**config.mk**
```make
export PLATFORM = sky130hd
export DESIGN_NAME = alu_cc_core
export DESIGN_NICKNAME = d
export VERILOG_FILES = /design/src/rtl/alu_cc_pkg.sv /design/src/rtl/alu_cc_exec.sv /design/src/rtl/alu_cc_flagreg.sv /design/src/rtl/alu_cc_core.sv
export SDC_FILE = /design/constraint.sdc
export NUM_CORES = 1
export LEC_CHECK = 0
export BUFFER_PORTS_ARGS = -buffer_cell sky130_fd_sc_hd__buf_2
export CAP_MARGIN = 40
export CORE_ASPECT_RATIO = 2
export CORE_UTILIZATION = 35
export DETAILED_ROUTE_END_ITERATION = 10
export SLEW_MARGIN = 20
export SYNTH_ARGS = -nofsm -noshare
export SYNTH_HDL_FRONTEND = slang
export SYNTH_HIERARCHICAL = 1
export SYNTH_SLANG_ARGS = --single-unit
```
**constraint.sdc**
```tcl
create_clock -name clk -period 3.1 [get_ports clk]
set_input_delay 0.155 -clock clk [delete_from_list [all_inputs] [get_ports clk]]
set_output_delay 0.155 -clock clk [all_outputs]
set_load 0.03 [all_outputs]
```
**src/rtl/alu_cc_pkg.sv**
```systemverilog
package alu_cc_pkg;

  localparam int NFLAG = 5;
  localparam int FC = 0;
  localparam int FZ = 1;
  localparam int FN = 2;
  localparam int FV = 3;
  localparam int FP = 4;

  typedef enum logic [3:0] {
    OP_ADD  = 4'd0,
    OP_ADC  = 4'd1,
    OP_SUB  = 4'd2,
    OP_SBB  = 4'd3,
    OP_NEG  = 4'd4,
    OP_INC  = 4'd5,
    OP_DEC  = 4'd6,
    OP_CMP  = 4'd7,
    OP_AND  = 4'd8,
    OP_OR   = 4'd9,
    OP_XOR  = 4'd10,
    OP_NOT  = 4'd11,
    OP_TST  = 4'd12,
    OP_PASS = 4'd13,
    OP_SHF  = 4'd14,
    OP_ROT  = 4'd15
  } op_e;

  localparam logic [NFLAG-1:0] UPD_ALL   = 5'b11111;
  localparam logic [NFLAG-1:0] UPD_NOC   = 5'b11110;
  localparam logic [NFLAG-1:0] UPD_LOGIC = 5'b10110;
  localparam logic [NFLAG-1:0] UPD_SHIFT = 5'b10111;

endpackage

```
**src/rtl/alu_cc_exec.sv**
```systemverilog
module alu_cc_exec
  import alu_cc_pkg::*;
#(
  parameter int W = 8
) (
  input  logic [3:0]       opcode,
  input  logic [W-1:0]     a,
  input  logic [W-1:0]     b,
  input  logic             cin,
  output logic [W-1:0]     y,
  output logic [NFLAG-1:0] fl_new,
  output logic [NFLAG-1:0] fl_upd,
  output logic             writes
);

  localparam int WX = W + 1;

  logic [WX-1:0] ext;
  logic          c_out;
  logic          v_out;
  logic          fill;
  logic          sa, sb, sy;

  assign sa = a[W-1];
  assign sb = b[W-1];
  assign sy = y[W-1];

  always_comb begin
    ext    = '0;
    y      = a;
    c_out  = cin;
    v_out  = 1'b0;
    fill   = 1'b0;
    writes = 1'b1;
    fl_upd = UPD_LOGIC;
    case (op_e'(opcode))
      OP_ADD, OP_ADC: begin
        ext    = {1'b0, a} + {1'b0, b} +
                 {{W{1'b0}}, (op_e'(opcode) == OP_ADC) ? cin : 1'b0};
        y      = ext[W-1:0];
        c_out  = ext[W];
        v_out  = (sa == sb) && (ext[W-1] != sa);
        fl_upd = UPD_ALL;
      end
      OP_SUB, OP_SBB, OP_CMP: begin
        ext    = {1'b0, a} - {1'b0, b} -
                 {{W{1'b0}}, (op_e'(opcode) == OP_SBB) ? cin : 1'b0};
        y      = ext[W-1:0];
        c_out  = ext[W];
        v_out  = (sa != sb) && (ext[W-1] != sa);
        fl_upd = UPD_ALL;
        writes = (op_e'(opcode) != OP_CMP);
      end
      OP_NEG: begin
        ext    = {WX{1'b0}} - {1'b0, a};
        y      = ext[W-1:0];
        c_out  = ext[W];
        v_out  = sa && ext[W-1];
        fl_upd = UPD_ALL;
      end
      OP_INC: begin
        y      = a + {{(W-1){1'b0}}, 1'b1};
        v_out  = !sa && y[W-1];
        fl_upd = UPD_NOC;
      end
      OP_DEC: begin
        y      = a - {{(W-1){1'b0}}, 1'b1};
        v_out  = sa && !y[W-1];
        fl_upd = UPD_NOC;
      end
      OP_AND:  y = a & b;
      OP_TST: begin
        y      = a & b;
        writes = 1'b0;
      end
      OP_OR:   y = a | b;
      OP_XOR:  y = a ^ b;
      OP_NOT:  y = ~a;
      OP_PASS: y = a;
      OP_SHF: begin
        fl_upd = UPD_SHIFT;
        if (b[0]) begin
          fill  = b[1] & a[W-1];
          y     = {fill, a[W-1:1]};
          c_out = a[0];
        end else begin
          y     = {a[W-2:0], 1'b0};
          c_out = a[W-1];
        end
      end
      OP_ROT: begin
        fl_upd = UPD_SHIFT;
        if (b[0]) begin
          fill  = b[1] ? cin : a[0];
          y     = {fill, a[W-1:1]};
          c_out = a[0];
        end else begin
          fill  = b[1] ? cin : a[W-1];
          y     = {a[W-2:0], fill};
          c_out = a[W-1];
        end
      end
      default: y = a;
    endcase
  end

  always_comb begin
    fl_new     = '0;
    fl_new[FC] = c_out;
    fl_new[FZ] = (y == '0);
    fl_new[FN] = sy;
    fl_new[FV] = v_out;
    fl_new[FP] = ^y;
  end

endmodule

```
**src/rtl/alu_cc_flagreg.sv**
```systemverilog
module alu_cc_flagreg
  import alu_cc_pkg::*;
(
  input  logic             clk,
  input  logic             rst_n,
  input  logic             en,
  input  logic [NFLAG-1:0] fl_new,
  input  logic [NFLAG-1:0] fl_upd,
  output logic [NFLAG-1:0] fl_q
);

  logic [NFLAG-1:0] fl_d;

  for (genvar i = 0; i < NFLAG; i++) begin : g_bit
    always_comb begin
      fl_d[i] = fl_q[i];
      if (en && fl_upd[i]) fl_d[i] = fl_new[i];
    end
  end

  always_ff @(posedge clk or negedge rst_n) begin
    if (!rst_n) fl_q <= '0;
    else        fl_q <= fl_d;
  end

  p_hold_without_valid_r10: assert property (@(posedge clk) disable iff (!rst_n)
    !en |=> $stable(fl_q));

endmodule

```
**src/rtl/alu_cc_core.sv**
```systemverilog
module alu_cc_core
  import alu_cc_pkg::*;
#(
  parameter int W = 8
) (
  input  logic         clk,
  input  logic         rst_n,
  input  logic         op_valid,
  input  logic [3:0]   opcode,
  input  logic [W-1:0] a,
  input  logic [W-1:0] b,
  output logic [W-1:0] y,
  output logic         res_we,
  output logic         flag_c,
  output logic         flag_z,
  output logic         flag_n,
  output logic         flag_v,
  output logic         flag_p
);

  logic [1:0]       rst_pipe;
  logic             rst_q_n;
  logic [NFLAG-1:0] fl_new;
  logic [NFLAG-1:0] fl_upd;
  logic [NFLAG-1:0] fl_q;
  logic             writes;

  always_ff @(posedge clk or negedge rst_n) begin
    if (!rst_n) rst_pipe <= 2'b00;
    else        rst_pipe <= {rst_pipe[0], 1'b1};
  end
  assign rst_q_n = rst_pipe[1];

  alu_cc_exec #(.W(W)) u_exec (
    .opcode (opcode),
    .a      (a),
    .b      (b),
    .cin    (fl_q[FC]),
    .y      (y),
    .fl_new (fl_new),
    .fl_upd (fl_upd),
    .writes (writes)
  );

  alu_cc_flagreg u_flags (
    .clk    (clk),
    .rst_n  (rst_q_n),
    .en     (op_valid),
    .fl_new (fl_new),
    .fl_upd (fl_upd),
    .fl_q   (fl_q)
  );

  assign res_we = op_valid & writes;
  assign flag_c = fl_q[FC];
  assign flag_z = fl_q[FZ];
  assign flag_n = fl_q[FN];
  assign flag_v = fl_q[FV];
  assign flag_p = fl_q[FP];

  p_zero_flag_r4: assert property (@(posedge clk) disable iff (!rst_q_n)
    op_valid |=> (flag_z == ($past(y) == '0)));

  p_parity_flag_r4: assert property (@(posedge clk) disable iff (!rst_q_n)
    op_valid |=> (flag_p == ^$past(y)));

  p_logic_keeps_cv_r5: assert property (@(posedge clk) disable iff (!rst_q_n)
    (op_valid && (opcode inside {OP_AND, OP_OR, OP_XOR, OP_NOT, OP_TST, OP_PASS}))
      |=> ($stable(flag_c) && $stable(flag_v)));

  p_no_write_cmp_tst_r6: assert property (@(posedge clk) disable iff (!rst_q_n)
    (op_valid && (opcode == OP_CMP || opcode == OP_TST)) |-> !res_we);

  p_write_needs_valid_r6: assert property (@(posedge clk) disable iff (!rst_q_n)
    res_we |-> op_valid);

  p_incdec_keeps_c_r11: assert property (@(posedge clk) disable iff (!rst_q_n)
    (op_valid && (opcode == OP_INC || opcode == OP_DEC)) |=> $stable(flag_c));

endmodule

```
# After elaboration in Yosys (flattened, before gate mapping)
# Cells that the tools add are included.
totals:
  reg_bits: 7
  inputBits: 23
  wordCells: 74
op_classes:
  addsub: 7
  eq_ne: 20
  muxes: 12
  bitwise_logic: 6
  n_reduce_logical: 23
op_table:
  columns: ["cell", "count"]
  rows:
  - ["$pmux W8 S12", 1]
  - ["$eq A4 B4 Y1 const B", 8]
  - ["$eq A4 B3 Y1 const B", 4]
  - ["$mux W8", 2]
  - ["$pmux W4 S3", 1]
  - ["$add A8 B8 Y9", 1]
  - ["$add A9 B1 Y9", 1]
  - ["$logic_and A1 B1 Y1", 9]
  - ["$sub A1 B8 Y9 const A", 1]
  - ["$sub A8 B8 Y9", 1]
  - ["$sub A9 B1 Y9", 1]
  - ["$add A8 B1 Y8 const B", 1]
  - ["$and A8 B8 Y8", 1]
  - ["$eq A4 B2 Y1 const B", 2]
  - ["$logic_not A8 Y1", 1]
  - ["$not A8 Y8", 1]
  - ["$or A8 B8 Y8", 1]
  - ["$reduce_or A2 Y1", 4]
  - ["$reduce_xor A8 Y1", 1]
  - ["$sub A8 B1 Y8 const B", 1]
  - ["$xor A8 B8 Y8", 1]
  - ["$reduce_or A6 Y1", 1]
  - ["$mux W1", 5]
  - ["$pmux W1 S5", 1]
  - ["other kinds (13)", 17]

# Depth between registers and ports, before layout
# Gate-level depths: netlist of the first run.
depth:
  ltp_word: 6
  ltp_mapped: 16
  depth_no_buf: 14

# Cells and area by module
# The synthesis of the first run kept the hierarchy.
modules_own_cells:
  columns: ["mod", "instances", "cells_each", "area_per_inst_um2"]
  rows:
  - ["alu_cc_exec", 1, 356, 2572.5]
  - ["alu_cc_flagreg", 1, 15, 219.0]
  - ["alu_cc_core", 1, 4, 60.1]

# Least setup slack after synthesis of the first run
# OpenSTA, ideal clock, no wires.
synth_timing:
  path_kind: "register to register"
  startpoint: "register u_flags.fl_q[0]"
  endpoint: "register u_flags.fl_q[4]"
  arrival_time_ns: 3.243
  required_ns: 2.975
  path_slack_ns: -0.268
  path_stages_with_launch: 14
  path_buffers: 0
  period_less_slack_ns: 3.368
  cell_sequence: "dfrtp_1 and4_1 fa_1 inv_1 fa_1 nor2b_1 o31a_1 or4b_1 a21oi_1 a211oi_1 ha_1 xnor2_1 xnor2_1 mux2_4"
synth_via:
  elab_chain_cells: 4
  word_cells_on_any_way: 9
synth_lines:
  columns: ["element", "line_no", "source"]
  rows:
  - ["from (decl)", "alu_cc_flagreg.sv:9", "output logic [NFLAG-1:0] fl_q"]
  - ["from (signal assigned)", "alu_cc_flagreg.sv:23", "else fl_q <= fl_d;"]
  - ["$mux W1, on equally long branches", null, null]
  - ["$sub A9 B1 Y9 (tied with other cells)", "alu_cc_exec.sv:46", "ext = {1'b0, a} - {1'b0, b} -"]
  - ["$pmux W8 S12 (*)", "alu_cc_exec.sv:36", "case (op_e'(opcode))"]
  - ["$reduce_xor A8 Y1 (*)", "alu_cc_exec.sv:113", "fl_new[FP] = ^y;"]
  - ["named net fl_new[4]", "alu_cc_core.sv:23", "logic [NFLAG-1:0] fl_new;"]
# Mark *: on every way through the listed nets, which the timed path passes. The rest lies on a longest branch.
# A chain may end at the register's enable or synchronous reset.

# Worst setup path in the final report of the first run
# Same ends and word-level chain as after synthesis.

==> results of run 1 <==
==> worst min-delay path by stage <==
stage / slack, ns / cells after the start / startpoint / end
5_1_grt: 0.10 / 0 / rst_pipe[1] / u_flags/fl_q[4]
3_3_place_gp: -0.06 / 1 / rst_n / rst_pipe[1]
2_1_floorplan: -0.14 / 0 / rst_n / rst_pipe[0]
3_5_place_dp: -0.05 / 1 / rst_n / rst_pipe[1]
6_report: 0.09 / 0 / rst_pipe[1] / u_flags/fl_q[4]
4_1_cts: 0.09 / 0 / rst_pipe[1] / u_flags/fl_q[4]
==> per-layer routing <==
layer | routed length, microns | share of wire (%)
met1 | 3720 | 34
met2 | 5940 | 54
met3 | 505 | 4.6
met4 | 902 | 8.1
met5 | 0 | 0
==> state kept, by name, indices dropped and copies added (netlist names) <==
| register | count |
|---|---|
| u_flags/fl_q | 5 |
| rst_pipe | 2 |
==> power by group <==
group / switching, uW / total, uW / internal (uW)
logic: 462 / 856 / 394
clock network: 49.5 / 221 / 171
registers: 12.8 / 124 / 112
total: 524 / 1200 / 677
==> layout by cell type (no fill, tap or decap), types with 5 or more instances in the layout <==
cell type and count:
buf_4 67, xor2_1 10, ha_1 36, inv_1 24
dfrtp_1 6, o21ai_0 13, nand2b_1 14, nor4_1 7
o211ai_1 5, buf_2 36, nor2_1 15, nand3_1 18
nor3_1 8, nand2_1 23, nor2b_1 11, mux2i_1 9
a211oi_1 10, a21oi_1 19, xnor2_1 17, or3_1 5
o22ai_1 9, mux2_4 5
==> through the flow <==
step                      instance area (sq um)  setup slack (ns)  std cells
after floorplan                            2870            -0.102        377
after global placement                     3430            -0.327        540
after detailed placement                   3430            -0.363        540
after CTS                                  3630            -0.149        554
after global routing                       3630            -0.197        552
final                                      3630            -0.101        552
==> cell type report <==
type | count | area share [%]
sequential | 7 | 4.86
clock buffer | 4 | 2.17
inverter | 26 | 2.69
timing repair buffer | 104 | 19.1
tap | 96 | 3.31
multi-input combinational | 315 | 67.9
==> cells by family after synthesis <==
kind of cell / synth area share, %
AND/OR/NAND/NOR: 24.9
AO/OA/AOI/OAI: 24.2
buffers and inverters: 10.3
adder cells (fa/ha/maj): 19.0
XOR/XNOR: 8.60
multiplexers: 6.58
flip-flops: 6.14
other: 0.263
==> what timing repair did <==
item | 4_1_cts | 5_1_grt
endpoints found under the hold margin | 2 | 0
hold buffers | 1 | 0
pin swaps | 12 | 6
buffers inserted | 9 | 1
resized for setup | 9 | 4
endpoints found under the setup margin | 5 | 6
==> worst max-delay path, cell delays in order, from the launching register on <==
cell and delay [ns]:
dfrtp_2 0.40, and4_1 0.17, fa_2 0.34, inv_1 0.07, fa_1 0.18, nor2b_1 0.06
o31a_1 0.26, or4b_1 0.49, a21oi_2 0.19, a211oi_2 0.07, ha_1 0.32, xnor2_2 0.14
xnor2_1 0.13, mux2_4 0.26
==> impl_metrics.tcl, run 1 <==
set metrics [dict create \
    result_of_the_run "complete, but fails checks" \
    violated_checks "setup timing" \
    timing.fmax_ghz 0.312 \
    place_congestion 1.02 \
    grtUsageMet1_pct 26.0 \
    worstMarginPinSlew_ns 0.611 \
    worst_skew_pair.late_latency_ns 0.23 \
    hold_path_class "reg2async" \
    worstPathArrival_ns 3.31 \
    rsz0062_at_grt "yes" \
    vias_in_the_first_global_route 3381 \
    worst-r2r-cell-count 13 \
    grt.overflow.total 0 \
    global_route_wire_length_before_repair_mm 17.1 \
    final_period_minus_worst_setup_slack_ns 3.20 \
    tritoncts.num_buffers 3 \
    multi_input_area_sq_um 2460 \
    clock_tree_from_tritoncts "built" \
    fp.coreArea_sq_um 7890 \
    seq_area_sq_um 176 \
    cts_max_path_buffers 2 \
    critical_setup_path_kind "reg2reg" \
    fin_setup_tns_ns -0.113 \
    x_dimension_of_the_die_microns 65.8 \
    syn-instance-count 375 \
    regToRegSetupSlack_ns -0.10 \
    timing.final.max_slew_violations 0 \
    mappedNetlistArea_sq_um 2850 \
    finalHoldWorstSlack_ns 0.0884 \
    synth_top_cells_by_count "ha_1, inv_1, nand2_1" \
    post-dp-hpwl_mm 8.82 \
    yosys_register_bits 7 \
    synth.yosys.seq_area_share_pct 6.14 \
    route.vias.total 3286 \
    maxCapViolations 0 \
    yosysMostFrequentCell "ha_1" \
    antenna_found_initial 0 \
    layout_setup_ws_ns -0.101 \
    power.ir.vdd_worst_uv 182 \
    finalHoldViolCount 0 \
    overall_routing_resource_usage_pct 26.7 \
    required_ns 3.21 \
    finalClockSkew_ns 0.00114 \
    post_drt_via_cell_ratio 5.95 \
    synth_area_per_cell_sq_um 7.60 \
    dominantRegCellSynth "dfrtp_1" \
    finish.net_count 521 \
    htree_levels 1 \
    cts_sinks 7 \
    start_kind "flop" \
    crit-reg2reg-launch "u_flags/fl_q[0]" \
    fillerInstances 798 \
    p_leak_uw 0.00164 \
    setup_crit_end_kind "flop" \
    port-buffer-count 36 \
    num_antenna_cells 0 \
    first_pass_iters 5 \
    synth.top_cell.area_share_pct 16.2 \
    synth_warnings 6 \
    ctsRootBufferMaster "clkbuf_16" \
    post_synthesis_async_set_or_reset_flop_share_pct 100 \
    drt_first_iter_violations 179 \
    global_route.peak_usage_layer "met2" \
    relSlewSlack_pct 59.2 \
    r2r-end "u_flags/fl_q[4]" \
    number_of_synthesized_flops_with_an_enable_pin 0 \
    endpoint "u_flags/fl_q[4]" \
    wirelength_routed_mm 11.1 \
    cp-startpoint "u_flags/fl_q[0]" \
    drt-wirelength-per-cell_microns 20.1 \
    ant_nets 0 \
    synth_top_area_cell "ha_1" \
    finalCoreUtilization_pct 46.0 \
    gr-usage-met3_pct 1.94 \
    design.die.area_sq_um 8530 \
    powerDensity_nw_per_um2 331 \
    growth_of_design_area_from_synthesis_to_finish_pct 27.3 \
    initial_cell_density_of_the_core_pct 36.2 \
    drt_drc_violations_left 0 \
    finalSetupViolations 2 \
    die_y_microns 130 \
    share_of_final_layout_standard_cells_stronger_than_drive_strength_1_pct 29.2 \
    synthTopCellsByArea "ha_1, dfrtp_1, xnor2_1, a21oi_1, a211oi_1" \
    critPathMaxFanout 3 \
    num_io_pins 37 \
    cts.clk_slew.worst_paths_ns 0.04 \
    grt_max_degree 38 \
    yosysUniqueCellTypes 65 \
    rows 46 \
    min_period_over_period_pct 103 \
    grt.met2_usage_pct 49.9 \
    total_power_uw 1200 \
]
Note: power is estimated with default switching activity, not from simulation.
==> run 2, diff against run 1 <==
==> constraint.sdc (replaced) <==
create_clock -name clk -period 3.1 [get_ports clk]
set_input_delay 0.62 -clock clk [delete_from_list [all_inputs] [get_ports clk]]
set_output_delay 0.62 -clock clk [all_outputs]
set_load 0.03 [all_outputs]
==> impl_metrics.tcl, run 2 (synthesized netlist as in run 1, its figures left out) <==
set metrics [dict create \
    ctsRootBufferMaster "clkbuf_16" \
    post_cts_hold_buffer_count 0 \
    finalHoldWorstSlack_ns 0.0824 \
    ant_nets 0 \
    seq_power_share_pct 9.6 \
    max_flop_register "u_flags/fl_q" \
    finalSetupViolations 11 \
    first_pass_iters 4 \
    finalHoldViolCount 0 \
    share_comb_of_total_power_pct 73.6 \
    port-buffer-count 36 \
    start_kind "input pin" \
    design.die.area_sq_um 8530 \
    finish.instance_area_sq_um 4230 \
    post_drt_via_cell_ratio 5.77 \
    finalClockSkew_ns 0.000260 \
    post-dp-hpwl_mm 9.33 \
    crit_family "simple AND/OR/NAND/NOR gates" \
    initial_cell_density_of_the_core_pct 36.2 \
    finish.net_count 564 \
    grt.overflow.total 0 \
    worst-r2r-cell-count 13 \
    final_period_minus_worst_setup_slack_ns 3.48 \
    htree_levels 1 \
    num_antenna_cells 0 \
    p_leak_uw 0.00195 \
    fillerInstances 768 \
    critical_setup_path_kind "in2out" \
    power.clock.fraction_pct 16.8 \
    cp-startpoint "opcode[0]" \
    drt_drc_violations_left 0 \
    global_route_wire_length_before_repair_mm 17.6 \
    num_io_pins 37 \
    path_cells "buf_8, nor2b_4, and4_4, fa_2, inv_2, fa_2, nor2b_2, o31a_1, or4b_4, a21oi_4, a211o_1, buf_6" \
    rsz0062_at_grt "yes" \
    fin_setup_tns_ns -2.33 \
    place_congestion 0.982 \
    result_of_the_run "complete, but fails checks" \
    hold_path_class "reg2async" \
    seq_area_sq_um 175 \
    powerDensity_nw_per_um2 314 \
    route.vias.total 3434 \
    mostFrequentLayoutCells "buf_4, ha_1, buf_2, inv_1, nand2_1" \
    worst_path_most_repeated_cell "fa_2" \
    worst_skew_pair.late_latency_ns 0.23 \
    timing.fmax_ghz 0.287 \
    r2r-end "u_flags/fl_q[4]" \
    drt_first_iter_violations 179 \
    antenna_found_initial 0 \
    violated_checks "setup timing" \
    timing.critical_path.slowest_cell_delay_ns 0.50 \
    die_y_microns 130 \
    cell_with_the_largest_stage_delay_on_the_worst_path "or4b_4" \
    min_period_over_period_pct 112 \
    cts_max_path_buffers 2 \
    crit-reg2reg-launch "u_flags/fl_q[0]" \
    critical_path.n_buffers_inverters 3 \
    rows 46 \
    timing.final.max_slew_violations 0 \
    critPathMaxFanout 3 \
    x_dimension_of_the_die_microns 65.8 \
    overall_routing_resource_usage_pct 27.8 \
    leading_cell_type_in_the_layout_fill_and_taps_excluded "buf_4" \
    worstPathArrival_ns 2.86 \
    setup_crit_end_kind "output port" \
    required_ns 2.48 \
    regToRegSetupSlack_ns -0.15 \
    drt-wirelength-per-cell_microns 19.4 \
    power_report.internal_total_uw 761 \
    cts_sinks 7 \
    fp.coreArea_sq_um 7890 \
    swShare_pct 42.8 \
    tritoncts.num_buffers 3 \
    grt_max_degree 38 \
    growth_of_design_area_from_synthesis_to_finish_pct 48.4 \
    dpl-instance-area_sq_um 3820 \
    multi_input_area_sq_um 2660 \
    p_sw_uw 569 \
    vias_in_the_first_global_route 3469 \
    reg.largest.list "u_flags/fl_q: 5 flops, rst_pipe: 2 flops" \
    share_of_final_layout_standard_cells_stronger_than_drive_strength_1_pct 42.1 \
    power.ir.vdd_worst_uv 143 \
    layout_setup_ws_ns -0.385 \
    cts.clk_slew.worst_paths_ns 0.04 \
    clock_tree_from_tritoncts "built" \
    maxCapViolations 0 \
    wirelength_routed_mm 11.6 \
    largest_reg_flops 5 \
]
run 2: cell count changes in the layout (fill, tap and decap cells not counted), moves of 4 or more:
| cell | previous run | this run |
|---|---|---|
| buf_4 | 67 | 108 |
| buf_2 | 36 | 27 |
| a211oi_2 | 3 | 7 |
| xnor2_1 | 17 | 13 |
| buf_6 | 0 | 9 |
| a211oi_1 | 10 | 6 |
run 2: worst max path at each step:
| stage | endpoint | slack [ns] | depth (start not counted) |
|---|---|---|---|
| floorplan | u_flags/fl_q[4] | -0.42 | 15 |
| global placement | u_flags/fl_q[4] | -0.62 | 14 |
| detailed placement | u_flags/fl_q[4] | -0.67 | 15 |
| CTS | y[3] | -0.43 | 12 |
| global route | y[6] | -0.47 | 12 |
| finish | y[6] | -0.38 | 12 |
run 2: per-stage QoR:
step | util, % | power, uW | std cells | setup WS [ns]
floorplan | - | 666 | 377 | -0.416
global placement | 48.4 | 967 | 579 | -0.619
detailed placement | 48.4 | 974 | 579 | -0.670
CTS | 52.7 | 1290 | 599 | -0.435
global route | 53.7 | 1410 | 595 | -0.468
finish | 53.7 | 1330 | 595 | -0.385
run 2: what timing repair did:
action                                 4_1_cts  5_1_grt
resized for setup                           36       23
pin swaps                                   19       24
endpoints found under the hold margin        0        0
buffers inserted                            16        1
setup endpoints to repair                   10       12
run 2: power by group through the flow:
stage	combinational (uW)	sequential, uW	clock, uW
floorplan	506	159	0
global placement	840	128	0
detailed placement	846	128	0
CTS	943	127	225
global route	1050	129	236
finish	979	127	223
run 2: worst register-to-register path: stages (launching register included):
cell,delay (ns)
dfrtp_1,0.43
and4_4,0.22
fa_2,0.36
inv_2,0.06
fa_2,0.20
nor2b_2,0.05
o31a_1,0.25
or4b_4,0.50
a21oi_4,0.17
a211oi_2,0.07
ha_2,0.31
xnor2_2,0.13
xnor2_1,0.12
mux2_4,0.26
run 2: layout make-up:
type,count,area share [%]
Timing Repair Buffer,147,25.9
Tap cell,96,2.84
Sequential cell,7,4.14
Clock buffer,4,1.86
Multi-Input combinational cell,315,62.8
Inverter,26,2.48
run 2: metal layers:
layer	global-route usage, %	up-vias	wire length, microns
li1	-	1605	-
met1	27.1	1610	3930
met2	50.1	159	6070
met3	1.85	60	567
met4	25.4	0	986
met5	0	-	0
==> run 3, diff against run 2 <==
- ABC_AREA: default -> 1
==> impl_metrics.tcl, run 3 <==
set metrics [dict create \
    result_of_the_run "complete, but fails checks" \
    violated_checks "setup timing" \
    layout_setup_ws_ns -0.214 \
    finalSetupViolations 8 \
    multi_input_area_sq_um 2480 \
    mappedNetlistArea_sq_um 2860 \
    drt_first_iter_violations 248 \
    timing.fmax_ghz 0.302 \
    yosysUniqueCellTypes 33 \
    post-dp-hpwl_mm 10.1 \
    synth_warnings 6 \
    setup_crit_end_kind "output port" \
    clock_tree_from_tritoncts "built" \
    fillerInstances 839 \
    synth_top_cells_by_count "nand2_1, inv_1, nor2_1" \
    drt_drc_violations_left 0 \
    cts_max_path_buffers 2 \
    critPathMaxFanout 2 \
    num_io_pins 37 \
    start_kind "input pin" \
    reg.largest.list "u_flags/fl_q: 5 flops, rst_pipe: 2 flops" \
    tritoncts.num_buffers 3 \
    power.ir.vdd_worst_uv 148 \
    synth.top_cell.area_share_pct 23.6 \
    seq_area_sq_um 175 \
    num_antenna_cells 0 \
    place_congestion 0.951 \
    initial_cell_density_of_the_core_pct 36.0 \
    largest_reg_flops 5 \
    grt_max_degree 16 \
    required_ns 2.48 \
    dominantRegCellSynth "dfrtp_1" \
    leading_cell_type_in_the_layout_fill_and_taps_excluded "nand2_1" \
    overall_routing_resource_usage_pct 29.5 \
    critical_setup_path_kind "in2out" \
    worstPathArrival_ns 2.69 \
    post_synthesis_async_set_or_reset_flop_share_pct 100 \
    cp-startpoint "opcode[3]" \
    synth_top_area_cell "nand2_1" \
    rsz0062_at_grt "yes" \
    synthTopCellsByArea "nand2_1, ha_1, inv_1, nand3_1, nor2_1" \
    number_of_synthesized_flops_with_an_enable_pin 0 \
    final_period_minus_worst_setup_slack_ns 3.31 \
    first_pass_iters 5 \
    timing.final.max_slew_violations 0 \
    yosys_register_bits 7 \
    rows 46 \
    maxCapViolations 0 \
    finalHoldViolCount 0 \
    syn-instance-count 528 \
    synth_area_per_cell_sq_um 5.42 \
    fp.coreArea_sq_um 7940 \
    port-buffer-count 36 \
    regToRegSetupSlack_ns 0.07 \
    share_of_final_layout_standard_cells_stronger_than_drive_strength_1_pct 27.0 \
    vias_in_the_first_global_route 3750 \
    hold_path_class "reg2async" \
    synth.yosys.seq_area_share_pct 6.12 \
    antenna_found_initial 0 \
    cts_sinks 7 \
    die_y_microns 130 \
    powerDensity_nw_per_um2 300 \
    ctsRootBufferMaster "clkbuf_16" \
    grt.overflow.total 0 \
    max_flop_register "u_flags/fl_q" \
    growth_of_design_area_from_synthesis_to_finish_pct 38.7 \
    worst_skew_pair.late_latency_ns 0.23 \
    wirelength_routed_mm 12.2 \
    drt-wirelength-per-cell_microns 16.8 \
    mostFrequentLayoutCells "nand2_1, inv_1, buf_4, nand3_1, nor2_1" \
    finalHoldWorstSlack_ns 0.0895 \
    post_drt_via_cell_ratio 5.23 \
    design.die.area_sq_um 8560 \
    finalClockSkew_ns 0.00295 \
    route.vias.total 3800 \
    crit-reg2reg-launch "u_flags/fl_q[0]" \
    p_leak_uw 0.00226 \
    r2r-end "u_flags/fl_q[4]" \
    htree_levels 1 \
    x_dimension_of_the_die_microns 65.9 \
    worst-r2r-cell-count 17 \
    cts.clk_slew.worst_paths_ns 0.04 \
    finish.net_count 695 \
    global_route_wire_length_before_repair_mm 18.8 \
    min_period_over_period_pct 107 \
    finalCoreUtilization_pct 50.0 \
    yosysMostFrequentCell "nand2_1" \
    ant_nets 0 \
]
[run 3: cell count changes after synthesis, moves of 15 or more]
cell     previous run  this run
inv_1              24        82
nand2_1            23       180
nand3_1            18        53
nand4_1             1        18
nor2_1             15        54
xnor2_1            18         3
[run 3: worst max path at each step]
stage	end	slack (ns)	cells after the start
floorplan	u_flags/fl_q[4]	-0.14	17
global placement	u_flags/fl_q[4]	-0.36	16
detailed placement	u_flags/fl_q[4]	-0.40	19
CTS	y[4]	-0.22	15
global route	y[4]	-0.37	15
finish	y[4]	-0.21	15
[run 3: power breakdown]
| group | switching (uW) | internal, uW | total [uW] | leakage [uW] |
|---|---|---|---|---|
| combinational | 501 | 351 | 852 | 0.00213 |
| sequential | 11.4 | 108 | 119 | 0.0000888 |
| clock | 48.2 | 171 | 219 | 0.0000382 |
| total | 561 | 630 | 1190 | 0.00226 |
[run 3: cells by family after synthesis]
| family | after synthesis | synth area share [%] |
|---|---|---|
| compound gates | 41 | 8.13 |
| xor+xnor | 7 | 2.14 |
| fa+ha+maj | 41 | 19.0 |
| buf+inv | 99 | 14.1 |
| flops | 7 | 6.12 |
| other cells | 2 | 0.262 |
| simple gates | 331 | 50.2 |
[run 3: area by class of cell]
type	count	area share [%]
multi-input combinational	424	62.5
clock buffer	4	1.99
inverter	88	8.33
timing repair buffer	107	19.7
tap	96	3.03
sequential	7	4.42
[run 3: what timing repair did]
action                                  4_1_cts  5_1_grt
gates resized for setup                      38       25
endpoints found under the setup margin        9       10
cloned                                        0        0
pin swaps                                    21       13
buffers inserted                              4        0
hold buffers                                  0        0
[run 3: per-layer routing]
layer	vias up	global-route usage (%)	part of all wire, %	wire, microns
met5	-	0	0	0
met4	0	25.2	11	1290
met3	76	2.45	5.9	717
met2	197	53.4	50	6120
met1	1663	29.0	33	4040
li1	1864	-	-	-
[run 3: metrics by stage]
stage | worst slack (ns) | total power [uW] | area, sq um | TNS, ns | instances
after floorplan | -0.136 | 572 | 2900 | -0.136 | 530
after global placement | -0.361 | 851 | 3630 | -2.09 | 718
after detailed placement | -0.401 | 859 | 3630 | -2.65 | 718
after CTS | -0.217 | 1140 | 3870 | -1.03 | 726
after global routing | -0.365 | 1280 | 3970 | -2.34 | 726
final | -0.214 | 1190 | 3970 | -1.11 | 726
[run 3: critical path, stage by stage]
cell and delay [ns]:
buf_8 0.10, nor2_4 0.10, nand4_1 0.14, fa_2 0.46, fa_2 0.36, inv_2 0.07, nand2_4 0.06, nand2_4 0.08
nand3b_1 0.08, nand3_1 0.08, nand3b_1 0.10, buf_4 0.15, nor2_2 0.08, nand2_1 0.07, buf_6 0.14
